## src/rtl/dram_mux_pkg.sv

```systemverilog
package dram_mux_pkg;
  localparam int GEOM_W  = 3;
  localparam int NBITS_W = 4;

  typedef enum logic [1:0] {
    ST_IDLE = 2'd0,
    ST_ROW  = 2'd1,
    ST_COL  = 2'd2
  } seq_state_t;

  function automatic logic [NBITS_W-1:0] geom_rows(input logic [GEOM_W-1:0] code);
    case (code)
      3'd0:          geom_rows = 4'd9;
      3'd1, 3'd2:    geom_rows = 4'd10;
      3'd3, 3'd4:    geom_rows = 4'd11;
      default:       geom_rows = 4'd12;
    endcase
  endfunction

  function automatic logic [NBITS_W-1:0] geom_cols(input logic [GEOM_W-1:0] code);
    case (code)
      3'd0, 3'd1:    geom_cols = 4'd9;
      3'd2, 3'd3:    geom_cols = 4'd10;
      3'd5:          geom_cols = 4'd10;
      3'd4, 3'd6:    geom_cols = 4'd11;
      default:       geom_cols = 4'd12;
    endcase
  endfunction
endpackage

```

## src/rtl/dram_geom_mask.sv

```systemverilog
module dram_geom_mask
  import dram_mux_pkg::*;
#(
  parameter int MUX_W = 12
) (
  input  logic [GEOM_W-1:0] geom,
  output logic [MUX_W-1:0]  row_mask,
  output logic [MUX_W-1:0]  col_mask
);
  logic [NBITS_W-1:0] n_rows;
  logic [NBITS_W-1:0] n_cols;

  assign n_rows = geom_rows(geom);
  assign n_cols = geom_cols(geom);

  for (genvar g = 0; g < MUX_W; g++) begin : g_bit
    assign row_mask[g] = (NBITS_W'(g) < n_rows);
    assign col_mask[g] = (NBITS_W'(g) < n_cols);
  end
endmodule

```

## src/rtl/dram_lane_enable.sv

```systemverilog
module dram_lane_enable #(
  parameter int LANE_W = 3,
  parameter int SIZE_W = 2,
  localparam int BE_W  = 1 << LANE_W
) (
  input  logic [LANE_W-1:0] lane,
  input  logic [SIZE_W-1:0] size,
  output logic [BE_W-1:0]   be
);
  logic [LANE_W:0]   span;
  logic [LANE_W-1:0] base;
  logic [LANE_W:0]   stop;

  assign span = (LANE_W+1)'(1) << size;
  assign base = lane & ~(span[LANE_W-1:0] - LANE_W'(1));
  assign stop = {1'b0, base} + span;

  for (genvar g = 0; g < BE_W; g++) begin : g_lane
    assign be[g] = ({1'b0, base} <= (LANE_W+1)'(g)) && ((LANE_W+1)'(g) < stop);
  end
endmodule

```

## src/rtl/dram_field_split.sv

```systemverilog
module dram_field_split #(
  parameter int BASE_W    = 5,
  parameter int MUX_W     = 12,
  parameter int LANE_W    = 3,
  parameter int SIZE_W    = 2,
  parameter int NUM_BANKS = 2,
  localparam int ADDR_W   = BASE_W + 2*MUX_W + LANE_W,
  localparam int BE_W     = 1 << LANE_W,
  localparam int BSEL_W   = (NUM_BANKS > 1) ? $clog2(NUM_BANKS) : 1
) (
  input  logic [ADDR_W-1:0]          addr,
  input  logic [SIZE_W-1:0]          size,
  input  logic [NUM_BANKS-1:0]       present,
  input  logic [NUM_BANKS*MUX_W-1:0] row_masks,
  input  logic [NUM_BANKS*MUX_W-1:0] col_masks,
  output logic [MUX_W-1:0]           row_out,
  output logic [MUX_W-1:0]           col_out,
  output logic [BE_W-1:0]            be_out,
  output logic [NUM_BANKS-1:0]       sel_out,
  output logic                       bank_bad
);
  logic [BASE_W-1:0] bank_fld;
  logic [MUX_W-1:0]  row_fld;
  logic [MUX_W-1:0]  col_fld;
  logic [LANE_W-1:0] lane_fld;
  logic [BSEL_W-1:0] bidx;
  logic              in_range;

  assign bank_fld = addr[ADDR_W-1 -: BASE_W];
  assign row_fld  = addr[LANE_W+MUX_W +: MUX_W];
  assign col_fld  = addr[LANE_W +: MUX_W];
  assign lane_fld = addr[LANE_W-1:0];
  assign bidx     = bank_fld[BSEL_W-1:0];

  assign in_range = (bank_fld < BASE_W'(NUM_BANKS));
  assign bank_bad = !in_range || !present[bidx];

  assign row_out = row_fld & row_masks[bidx*MUX_W +: MUX_W];
  assign col_out = col_fld & col_masks[bidx*MUX_W +: MUX_W];

  for (genvar b = 0; b < NUM_BANKS; b++) begin : g_sel
    assign sel_out[b] = (bidx == BSEL_W'(b));
  end

  dram_lane_enable #(
    .LANE_W (LANE_W),
    .SIZE_W (SIZE_W)
  ) u_lane (
    .lane (lane_fld),
    .size (size),
    .be   (be_out)
  );
endmodule

```

## src/rtl/dram_strobe_seq.sv

```systemverilog
module dram_strobe_seq
  import dram_mux_pkg::*;
#(
  parameter int MUX_W     = 12,
  parameter int BE_W      = 8,
  parameter int NUM_BANKS = 2,
  parameter int PHASE_CYC = 2,
  localparam int CNT_W    = (PHASE_CYC > 1) ? $clog2(PHASE_CYC) : 1
) (
  input  logic                 clk,
  input  logic                 rst,
  input  logic                 go,
  input  logic                 go_err,
  input  logic [MUX_W-1:0]     row_in,
  input  logic [MUX_W-1:0]     col_in,
  input  logic [BE_W-1:0]      be_in,
  input  logic [NUM_BANKS-1:0] sel_in,
  output logic                 idle,
  output logic [MUX_W-1:0]     addr_q,
  output logic                 ras_q,
  output logic                 cas_q,
  output logic [BE_W-1:0]      be_q,
  output logic [NUM_BANKS-1:0] sel_q,
  output logic                 done_q,
  output logic                 err_q
);
  localparam logic [CNT_W-1:0] CNT_LAST = CNT_W'(PHASE_CYC - 1);

  seq_state_t       state;
  logic [CNT_W-1:0] cnt;
  logic [MUX_W-1:0] col_hold;

  assign idle = (state == ST_IDLE);

  always_ff @(posedge clk) begin
    if (rst) begin
      state    <= ST_IDLE;
      cnt      <= '0;
      col_hold <= '0;
      addr_q   <= '0;
      ras_q    <= 1'b0;
      cas_q    <= 1'b0;
      be_q     <= '0;
      sel_q    <= '0;
      done_q   <= 1'b0;
      err_q    <= 1'b0;
    end else begin
      done_q <= 1'b0;
      err_q  <= 1'b0;
      case (state)
        ST_IDLE: begin
          if (go) begin
            state    <= ST_ROW;
            cnt      <= CNT_LAST;
            addr_q   <= row_in;
            col_hold <= col_in;
            ras_q    <= 1'b1;
            be_q     <= be_in;
            sel_q    <= sel_in;
          end else if (go_err) begin
            err_q <= 1'b1;
          end
        end
        ST_ROW: begin
          if (cnt == '0) begin
            state  <= ST_COL;
            cnt    <= CNT_LAST;
            addr_q <= col_hold;
            cas_q  <= 1'b1;
          end else begin
            cnt <= cnt - CNT_W'(1);
          end
        end
        ST_COL: begin
          if (cnt == '0) begin
            state  <= ST_IDLE;
            addr_q <= '0;
            ras_q  <= 1'b0;
            cas_q  <= 1'b0;
            be_q   <= '0;
            sel_q  <= '0;
            done_q <= 1'b1;
          end else begin
            cnt <= cnt - CNT_W'(1);
          end
        end
        default: state <= ST_IDLE;
      endcase
    end
  end
endmodule

```

## src/rtl/dram_addr_mux.sv

```systemverilog
module dram_addr_mux
  import dram_mux_pkg::*;
#(
  parameter int BASE_W    = 5,
  parameter int MUX_W     = 12,
  parameter int LANE_W    = 3,
  parameter int SIZE_W    = 2,
  parameter int NUM_BANKS = 2,
  parameter int PHASE_CYC = 2,
  localparam int ADDR_W   = BASE_W + 2*MUX_W + LANE_W,
  localparam int BE_W     = 1 << LANE_W
) (
  input  logic                        clk,
  input  logic                        rst,
  input  logic                        req_valid,
  input  logic [ADDR_W-1:0]           req_addr,
  input  logic [SIZE_W-1:0]           req_size,
  output logic                        req_ready,
  input  logic [NUM_BANKS-1:0]        cfg_present,
  input  logic [NUM_BANKS*GEOM_W-1:0] cfg_geom,
  output logic [MUX_W-1:0]            dram_addr,
  output logic                        ras,
  output logic                        cas,
  output logic [NUM_BANKS-1:0]        bank_sel,
  output logic [BE_W-1:0]             byte_en,
  output logic                        done,
  output logic                        err
);
  logic [NUM_BANKS*MUX_W-1:0] row_masks;
  logic [NUM_BANKS*MUX_W-1:0] col_masks;
  logic [MUX_W-1:0]           row_m;
  logic [MUX_W-1:0]           col_m;
  logic [BE_W-1:0]            be_c;
  logic [NUM_BANKS-1:0]       sel_c;
  logic                       bank_bad;
  logic                       idle;
  logic                       accept;

  for (genvar b = 0; b < NUM_BANKS; b++) begin : g_bank
    dram_geom_mask #(.MUX_W(MUX_W)) u_mask (
      .geom     (cfg_geom[b*GEOM_W +: GEOM_W]),
      .row_mask (row_masks[b*MUX_W +: MUX_W]),
      .col_mask (col_masks[b*MUX_W +: MUX_W])
    );
  end

  dram_field_split #(
    .BASE_W    (BASE_W),
    .MUX_W     (MUX_W),
    .LANE_W    (LANE_W),
    .SIZE_W    (SIZE_W),
    .NUM_BANKS (NUM_BANKS)
  ) u_split (
    .addr      (req_addr),
    .size      (req_size),
    .present   (cfg_present),
    .row_masks (row_masks),
    .col_masks (col_masks),
    .row_out   (row_m),
    .col_out   (col_m),
    .be_out    (be_c),
    .sel_out   (sel_c),
    .bank_bad  (bank_bad)
  );

  assign req_ready = idle;
  assign accept    = req_valid && idle;

  dram_strobe_seq #(
    .MUX_W     (MUX_W),
    .BE_W      (BE_W),
    .NUM_BANKS (NUM_BANKS),
    .PHASE_CYC (PHASE_CYC)
  ) u_seq (
    .clk    (clk),
    .rst    (rst),
    .go     (accept && !bank_bad),
    .go_err (accept && bank_bad),
    .row_in (row_m),
    .col_in (col_m),
    .be_in  (be_c),
    .sel_in (sel_c),
    .idle   (idle),
    .addr_q (dram_addr),
    .ras_q  (ras),
    .cas_q  (cas),
    .be_q   (byte_en),
    .sel_q  (bank_sel),
    .done_q (done),
    .err_q  (err)
  );
endmodule

```

## config.mk

```make
export PLATFORM = sky130hd
export DESIGN_NAME = dram_addr_mux
export DESIGN_NICKNAME = d
export VERILOG_FILES = /design/src/rtl/dram_mux_pkg.sv /design/src/rtl/dram_geom_mask.sv /design/src/rtl/dram_lane_enable.sv /design/src/rtl/dram_field_split.sv /design/src/rtl/dram_strobe_seq.sv /design/src/rtl/dram_addr_mux.sv
export SDC_FILE = /design/constraint.sdc
export NUM_CORES = 1
export LEC_CHECK = 0
export BUFFER_PORTS_ARGS = -buffer_cell sky130_fd_sc_hd__buf_2
export CORE_AREA = 2 2 56 85
export DETAILED_ROUTE_END_ITERATION = 10
export DIE_AREA = 0 0 58 87
export HOLD_SLACK_MARGIN = 0.12
export PLACE_DENSITY = 0.78
export SYNTH_ARGS = -nofsm -noshare
export SYNTH_HDL_FRONTEND = slang
export SYNTH_SLANG_ARGS = --single-unit
```

## constraint.sdc

```tcl
create_clock -name clk -period 2.6 [get_ports clk]
set_input_delay 0.39 -clock clk [delete_from_list [all_inputs] [get_ports clk]]
set_output_delay 0.39 -clock clk [all_outputs]
set_load 0.005 [all_outputs]
```

## Word level (Yosys, flattened, before mapping)

Index checks and enable logic that the tools add are counted.

| cells by class | value |
|---|---|
| shift operators | 3 |
| $mul | 1 |
| bitwise operators | 7 |
| magnitude comparators | 65 |
| reduce and logical (&&, ||, !) cells | 38 |
| multiplexer cells | 29 |
| equal/unequal tests | 17 |
| add/subtract/negate cells | 3 |

Operator list:

| cell | number |
|---|---|
| 3-bit by 4-bit less-than comparator with 1-bit output, first input constant | 20 |
| 4-bit less-than comparator, first input constant | 16 |
| 24-bit by 6-bit indexed part select with 12-bit output | 2 |
| 1-bit by 4-bit less-than comparator with 1-bit output, first input constant | 10 |
| 2-bit by 4-bit less-than comparator with 1-bit output, first input constant | 10 |
| 12-bit two-way mux | 3 |
| 12-bit one-hot mux with 3 select lines | 1 |
| 3-bit one-hot mux with 3 select lines | 4 |
| 12-bit AND | 2 |
| 3-bit equality test, second input constant | 6 |
| 2-bit OR reduction | 9 |
| 8-bit two-way mux | 2 |
| 8-bit one-hot mux with 2 select lines | 1 |
| 3-bit by 2-bit equality test with 1-bit output, second input constant | 4 |
| 1-bit logical AND | 10 |
| 3-bit less-or-equal comparator, second input constant | 3 |
| 1-bit two-way mux | 9 |
| 3-bit AND reduction | 3 |
| 3-bit OR reduction | 3 |
| 2-bit two-way mux | 4 |
| 3-bit by 1-bit equality test with 1-bit output, second input constant | 2 |
| 3-bit by 1-bit less-or-equal comparator with 1-bit output, second input constant | 2 |
| 3-bit by 2-bit less-or-equal comparator with 1-bit output, second input constant | 2 |
| 3-bit logical NOT | 2 |
| other kinds (25) | 33 |

| word-level totals | value |
|---|---|
| output and inout bits | 27 |
| bits in registers | 41 |
| bits of input ports | 45 |
| word-level logic and storage cells | 173 |

## Longest topological paths before layout

| logic depth | value |
|---|---|
| depth after elaboration | 9 |
| mapped depth | 9 |
| mapped depth without buffers | 8 |

## Modules after synthesis

From an unflattened synthesis, not the netlist that was laid out.

| second synthesis, totals | value |
|---|---|
| cell total of the unflattened synthesis | 340 |
| area, all modules | 2857.7 um^2 |

Modules (own cells, without submodules):

| module | area an instance (um^2) | seq. area each (um^2) | times used | cells each |
|---|---|---|---|---|
| dram_strobe_seq | 1741.7 | 820.8 | 1 | 195 |
| dram_field_split | 471.7 | 0.0 | 1 | 56 |
| dram_geom_mask | 186.4 | 0.0 | 2 | 26 |
| dram_lane_enable | 255.2 | 0.0 | 1 | 35 |
| dram_addr_mux | 16.3 | 0.0 | 1 | 2 |

## Worst setup path before layout

OpenSTA, ideal clock, no wires.

| timing | value |
|---|---|
| path type | input to register |
| from | input req_size[1] |
| to | register u_seq.be_q[1] |
| setup slack | 0.367 ns |
| stages | 8 |
| data arrival time | 2.115 ns |
| required time | 2.483 ns |
| setup time | 0.117 ns |
| buffers on the path | 1 |
| cell sequence | buf_2 nor2b_1 ha_1 nand4bb_1 o2111ai_1 o32a_1 or2_2 a32o_1 |

| on the way | value |
|---|---|
| cells in the longest elaborated chain, start to end | 9 |
| elaborated cells between the ends (all ways) | 10 |
| those cells by class | 2 x add/sub; 2 x order compare; 1 x shift; 2 x mux; 2 x bitwise; 1 x reduce/logical |

Ends and longest elaborated chain:

| what | line | source |
|---|---|---|
| start: declaration | dram_addr_mux.sv:17 | `input logic [SIZE_W-1:0] req_size,` |
| 1-bit by 2-bit left shift with 4-bit output (*) | dram_lane_enable.sv:14 | `assign span = (LANE_W+1)'(1) << size;` |
| 3-bit by 1-bit subtractor with 3-bit output | dram_lane_enable.sv:15 | `assign base = lane & ~(span[LANE_W-1:0] - LANE_W'(1));` |
| 3-bit NOT | dram_lane_enable.sv:15 |  |
| 3-bit AND | dram_lane_enable.sv:15 |  |
| 3-bit by 4-bit adder with 4-bit output | dram_lane_enable.sv:16 | `assign stop = {1'b0, base} + span;` |
| 1-bit by 4-bit less-than comparator with 1-bit output | dram_lane_enable.sv:19 | `assign be[g] = ({1'b0, base} <= (LANE_W+1)'(g)) && ((LANE_W+1)'(g) < stop);` |
| 1-bit logical AND (*) | dram_lane_enable.sv:19 |  |
| 8-bit two-way mux (*) | dram_strobe_seq.sv:52 | `if (go) begin` |
| 8-bit one-hot mux with 2 select lines (*) | dram_strobe_seq.sv:50 | `case (state)` |
| end signal: assignment | dram_strobe_seq.sv:58 | `be_q <= be_in;` |
| end: declaration | dram_strobe_seq.sv:22 | `output logic [BE_W-1:0] be_q,` |

Mark *: on every way between the ends. The rest lies on a longest branch, timed or not. The select of a mux whose other input is x is not followed.
A chain may end at the register's enable or synchronous reset.

## Final worst setup path

| timing | value |
|---|---|
| from | register u_seq.state[0] |
| to | register u_seq.addr_q[7] |

| on the way | value |
|---|---|
| cells in the longest elaborated chain, start to end | 5 |
| elaborated cells between the ends (all ways) | 11 |
| those cells by class | 5 x eq/ne; 1 x mux; 5 x reduce/logical |

Ends and longest elaborated chain:

| what | line | source |
|---|---|---|
| start: declaration | dram_strobe_seq.sv:29 | `seq_state_t state;` |
| start signal: assignment | dram_strobe_seq.sv:37 | `state <= ST_IDLE;` |
| start signal: assignment | dram_strobe_seq.sv:53 | `state <= ST_ROW;` |
| start signal: assignment | dram_strobe_seq.sv:66 | `state <= ST_COL;` |
| 2-bit logical NOT | dram_strobe_seq.sv:33, dram_strobe_seq.sv:50 |  |
| 1-bit logical AND | dram_addr_mux.sv:67 | `assign accept = req_valid && idle;` |
| 1-bit logical AND | dram_addr_mux.sv:77 | `.go (accept && !bank_bad),` |
| 2-bit by 1-bit inequality test with 1-bit output (no line) | -- |  |
| 4-bit AND reduction (no line) | -- |  |
| end signal: assignment | dram_strobe_seq.sv:55 | `addr_q <= row_in;` |
| end signal: assignment | dram_strobe_seq.sv:68 | `addr_q <= col_hold;` |
| end: declaration | dram_strobe_seq.sv:19 | `output logic [MUX_W-1:0] addr_q,` |

Several ways; a longest one is shown, not always the timed one.

==> results.py <==
metrics = {
    "global_routing": {
        "grt_max_degree": 34,
        "grt_pass1_wl_mm": 8.31,
        "grt_pass1_vias": 1953,
        "antenna_found_initial": 0,
        "grtUsageMet1_pct": 22.1,
        "grt_util_met3_pct": 4.90,
        "busiest_layer": "met2",
        "met2_usage_pct": 39.0,
        "track_usage_pct": 21.0,
        "overflow": 0,
    },
    "timing": {
        "hold_viol_final": 0,
        "period_minus_slack_ns": 2.09,
        "rsz0062_at_grt": "no",
        "slew_violations": 0,
        "slew_headroom_pct": 46.6,
        "fin_skew_ns": 0.00275,
        "tns_ns": 0,
        "max_freq_mhz": 478,
        "worstMarginPinSlew_ns": 0.799,
        "setup_viol": 0,
        "finalCritPeriodShare_pct": 80.4,
    },
    "logic_synthesis": {
        "yosysWarningCount": 0,
        "yosys-top-cells-area": "dfxtp_1, nor2_1, mux2i_1",
        "ys_seq_area_share_pct": 39.0,
        "ys_ff_latch": 41,
        "synth_edf_count": 0,
        "async_reset_ff_share_pct": 0,
        "synth.cell_area_um2": 2100,
        "syn-num-nets": 290,
        "synth_top_area_cell": "dfxtp_1",
        "synth_flop_cell": "dfxtp_1",
        "yosysTopAreaCellShare_pct": 39.0,
        "yosysUniqueCellTypes": 47,
        "synthCells": 238,
        "syn_area_per_cell_um2": 8.84,
    },
    "setup_path": {
        "cp.arrival_ns": 2.29,
        "worst-path-max-fanout": 24,
        "crit_path_end_kind": "flip-flop",
        "critical_path_class": "flip-flop to flip-flop",
        "required_ns": 2.80,
        "start_kind": "flip-flop",
    },
    "floorplanning": {
        "ioPinCount": 72,
        "dieArea_um2": 5050,
        "core_um2": 4350,
        "die_w_um": 58,
        "initial_utilization_pct": 48.3,
        "fp-row-count": 30,
        "die_h_um": 87,
    },
    "placed_design": {
        "dpl.hpwl_mm": 3.85,
        "place.port_buffers": 71,
        "gp_congestion": 0.899,
    },
    "clock_network": {
        "cts_post_setup_buffers_inserted": 0,
        "clk_path_buf_depth": 2,
        "cts_tree": "done",
        "root_buffer": "clkbuf_8",
        "htree_levels": 2,
        "clk_pin_slew_ns": 0.08,
        "post_cts_resized": 0,
        "clock-sinks": 41,
        "cts_buffers": 5,
        "postCtsHoldBufs": 0,
        "clk_latency_ns": 0.29,
    },
    "drt": {
        "drt_iter0_drc": 63,
        "wire_per_inst_um": 13.9,
        "num_vias": 1953,
        "drt.antenna.violating_nets": 0,
        "drc": 0,
        "wirelength_mm": 4.97,
        "post_drt_via_cell_ratio": 5.47,
        "first_pass_iters": 6,
    },
    "min_path": {
        "hp-class": "input port to flip-flop",
    },
    "final_layout": {
        "layout-drive-gt1-share_pct": 30.2,
        "layout.nets": 359,
        "area_growth_pct": 24.6,
    },
    "power_and_ir_drop": {
        "p_leak_nw": 1.11,
        "peakVddDrop_mv": 0.440,
        "p_total_mw": 1.41,
        "power_density_nw_per_um2": 538,
    },
    "run_status": {
        "outcome": "finished, final reports clean",
    },
    "run": {
        "drv_cap": 0,
    },
}
[registers in the layout, summed over array words and instances (netlist names)]
signal and cells:
u_seq.done_q 1, u_seq.state 2, u_seq.cas_q 1, u_seq.err_q 1
u_seq.ras_q 1, u_seq.cnt 1, u_seq.sel_q 2, u_seq.addr_q 12
u_seq.col_hold 12, u_seq.be_q 8
[per-stage QoR]
step                      hold slack, ns  instance area (um2)  instances  setup WS, ns  util (%)
after floorplan                    0.451                 2100        238         0.367         -
after global placement             0.429                 2480        348         0.333      57.1
after detailed placement           0.435                 2480        348         0.264      57.1
after CTS                          0.331                 2620        356         0.474      60.1
after global routing               0.349                 2620        356         0.158      60.1
final                              0.338                 2620        357         0.509      60.2
[synthesized netlist by cell type (5+ instances only)]
| cell type | n |
|---|---|
| o21ai_0 | 13 |
| nor2_1 | 32 |
| nor2b_1 | 5 |
| a311oi_1 | 9 |
| dfxtp_1 | 41 |
| mux2i_1 | 9 |
| a32o_1 | 5 |
| a21oi_1 | 12 |
| inv_1 | 9 |
| a211oi_1 | 6 |
| clkbuf_1 | 9 |
| nand2b_1 | 12 |
| nand3_1 | 16 |
| ha_1 | 6 |
| nand2_1 | 9 |
[kinds of logic after synthesis]
| group | Yosys count | share of synthesized area (%) |
|---|---|---|
| buffers and inverters | 23 | 5.00 |
| AND/OR/NAND/NOR | 89 | 22.8 |
| flip-flops | 41 | 39.0 |
| adder cells (fa/ha/maj) | 7 | 4.52 |
| AO/OA/AOI/OAI | 66 | 23.0 |
| multiplexers | 10 | 4.82 |
| XOR/XNOR | 2 | 0.833 |
[layout by cell type (no fill, tap or decap), types with 2 or more instances in the layout]
| cell type | instances |
|---|---|
| a31oi_1 | 2 |
| nand3b_1 | 2 |
| nor3_1 | 2 |
| nand3_1 | 16 |
| a211oi_1 | 6 |
| o21ai_0 | 13 |
| nor4_1 | 2 |
| buf_4 | 5 |
| inv_1 | 9 |
| nor4b_1 | 2 |
| a21o_1 | 3 |
| mux2i_1 | 9 |
| bufinv_16 | 2 |
| nand2b_1 | 12 |
| o2bb2ai_1 | 2 |
| dfxtp_1 | 41 |
| a21oi_1 | 12 |
| clkbuf_8 | 5 |
| nand2_1 | 9 |
| nor2b_1 | 5 |
| a32o_1 | 5 |
| a22o_1 | 2 |
| buf_2 | 71 |
| ha_1 | 6 |
| a311oi_1 | 9 |
| nor2_1 | 32 |
| o211ai_1 | 2 |
[critical path, cell delays in order (launching register included)]
cell	delay (ns)
dfxtp_1	0.38
inv_1	0.08
ha_1	0.29
nor2_1	0.17
nor2_1	0.10
nor3_4	0.62
nor2_1	0.11
a311oi_2	0.25
[layer usage]
| metal | share of wire [%] | vias up |
|---|---|---|
| met2 | 53 | 59 |
| li1 | - | 1008 |
| met1 | 40 | 878 |
| met5 | 0 | - |
| met3 | 5.6 | 8 |
| met4 | 2.1 | 0 |
[cell type report]
cell class | count | area, um2
Fill cell | 408 | 1730
Inverter | 9 | 33.8
Timing Repair Buffer | 76 | 393
Multi-Input combinational cell | 174 | 1180
Clock inverter | 3 | 65.1
Sequential cell | 41 | 821
Clock buffer | 5 | 68.8
Tap cell | 48 | 60.1
Antenna cell | 1 | 2.50
[power by group]
| group | total (mW) | switching [mW] | internal [mW] |
|---|---|---|---|
| Clock | 0.596 | 0.215 | 0.381 |
| Sequential | 0.643 | 0.00531 | 0.637 |
| Combinational | 0.171 | 0.0961 | 0.0751 |
[worst paths after layout]
path	to	startpoint	depth (start not counted)	slack (ns)
setup / recovery	u_seq.addr_q[7]	u_seq.state[0]	7	0.51
hold / removal	u_seq.col_hold[6]	req_addr[9]	3	0.34
setup reg to reg	u_seq.addr_q[7]	u_seq.state[0]	7	0.51
hold reg to reg	u_seq.be_q[5]	u_seq.be_q[5]	1	0.45
Power figures use the tool's default switching activity.
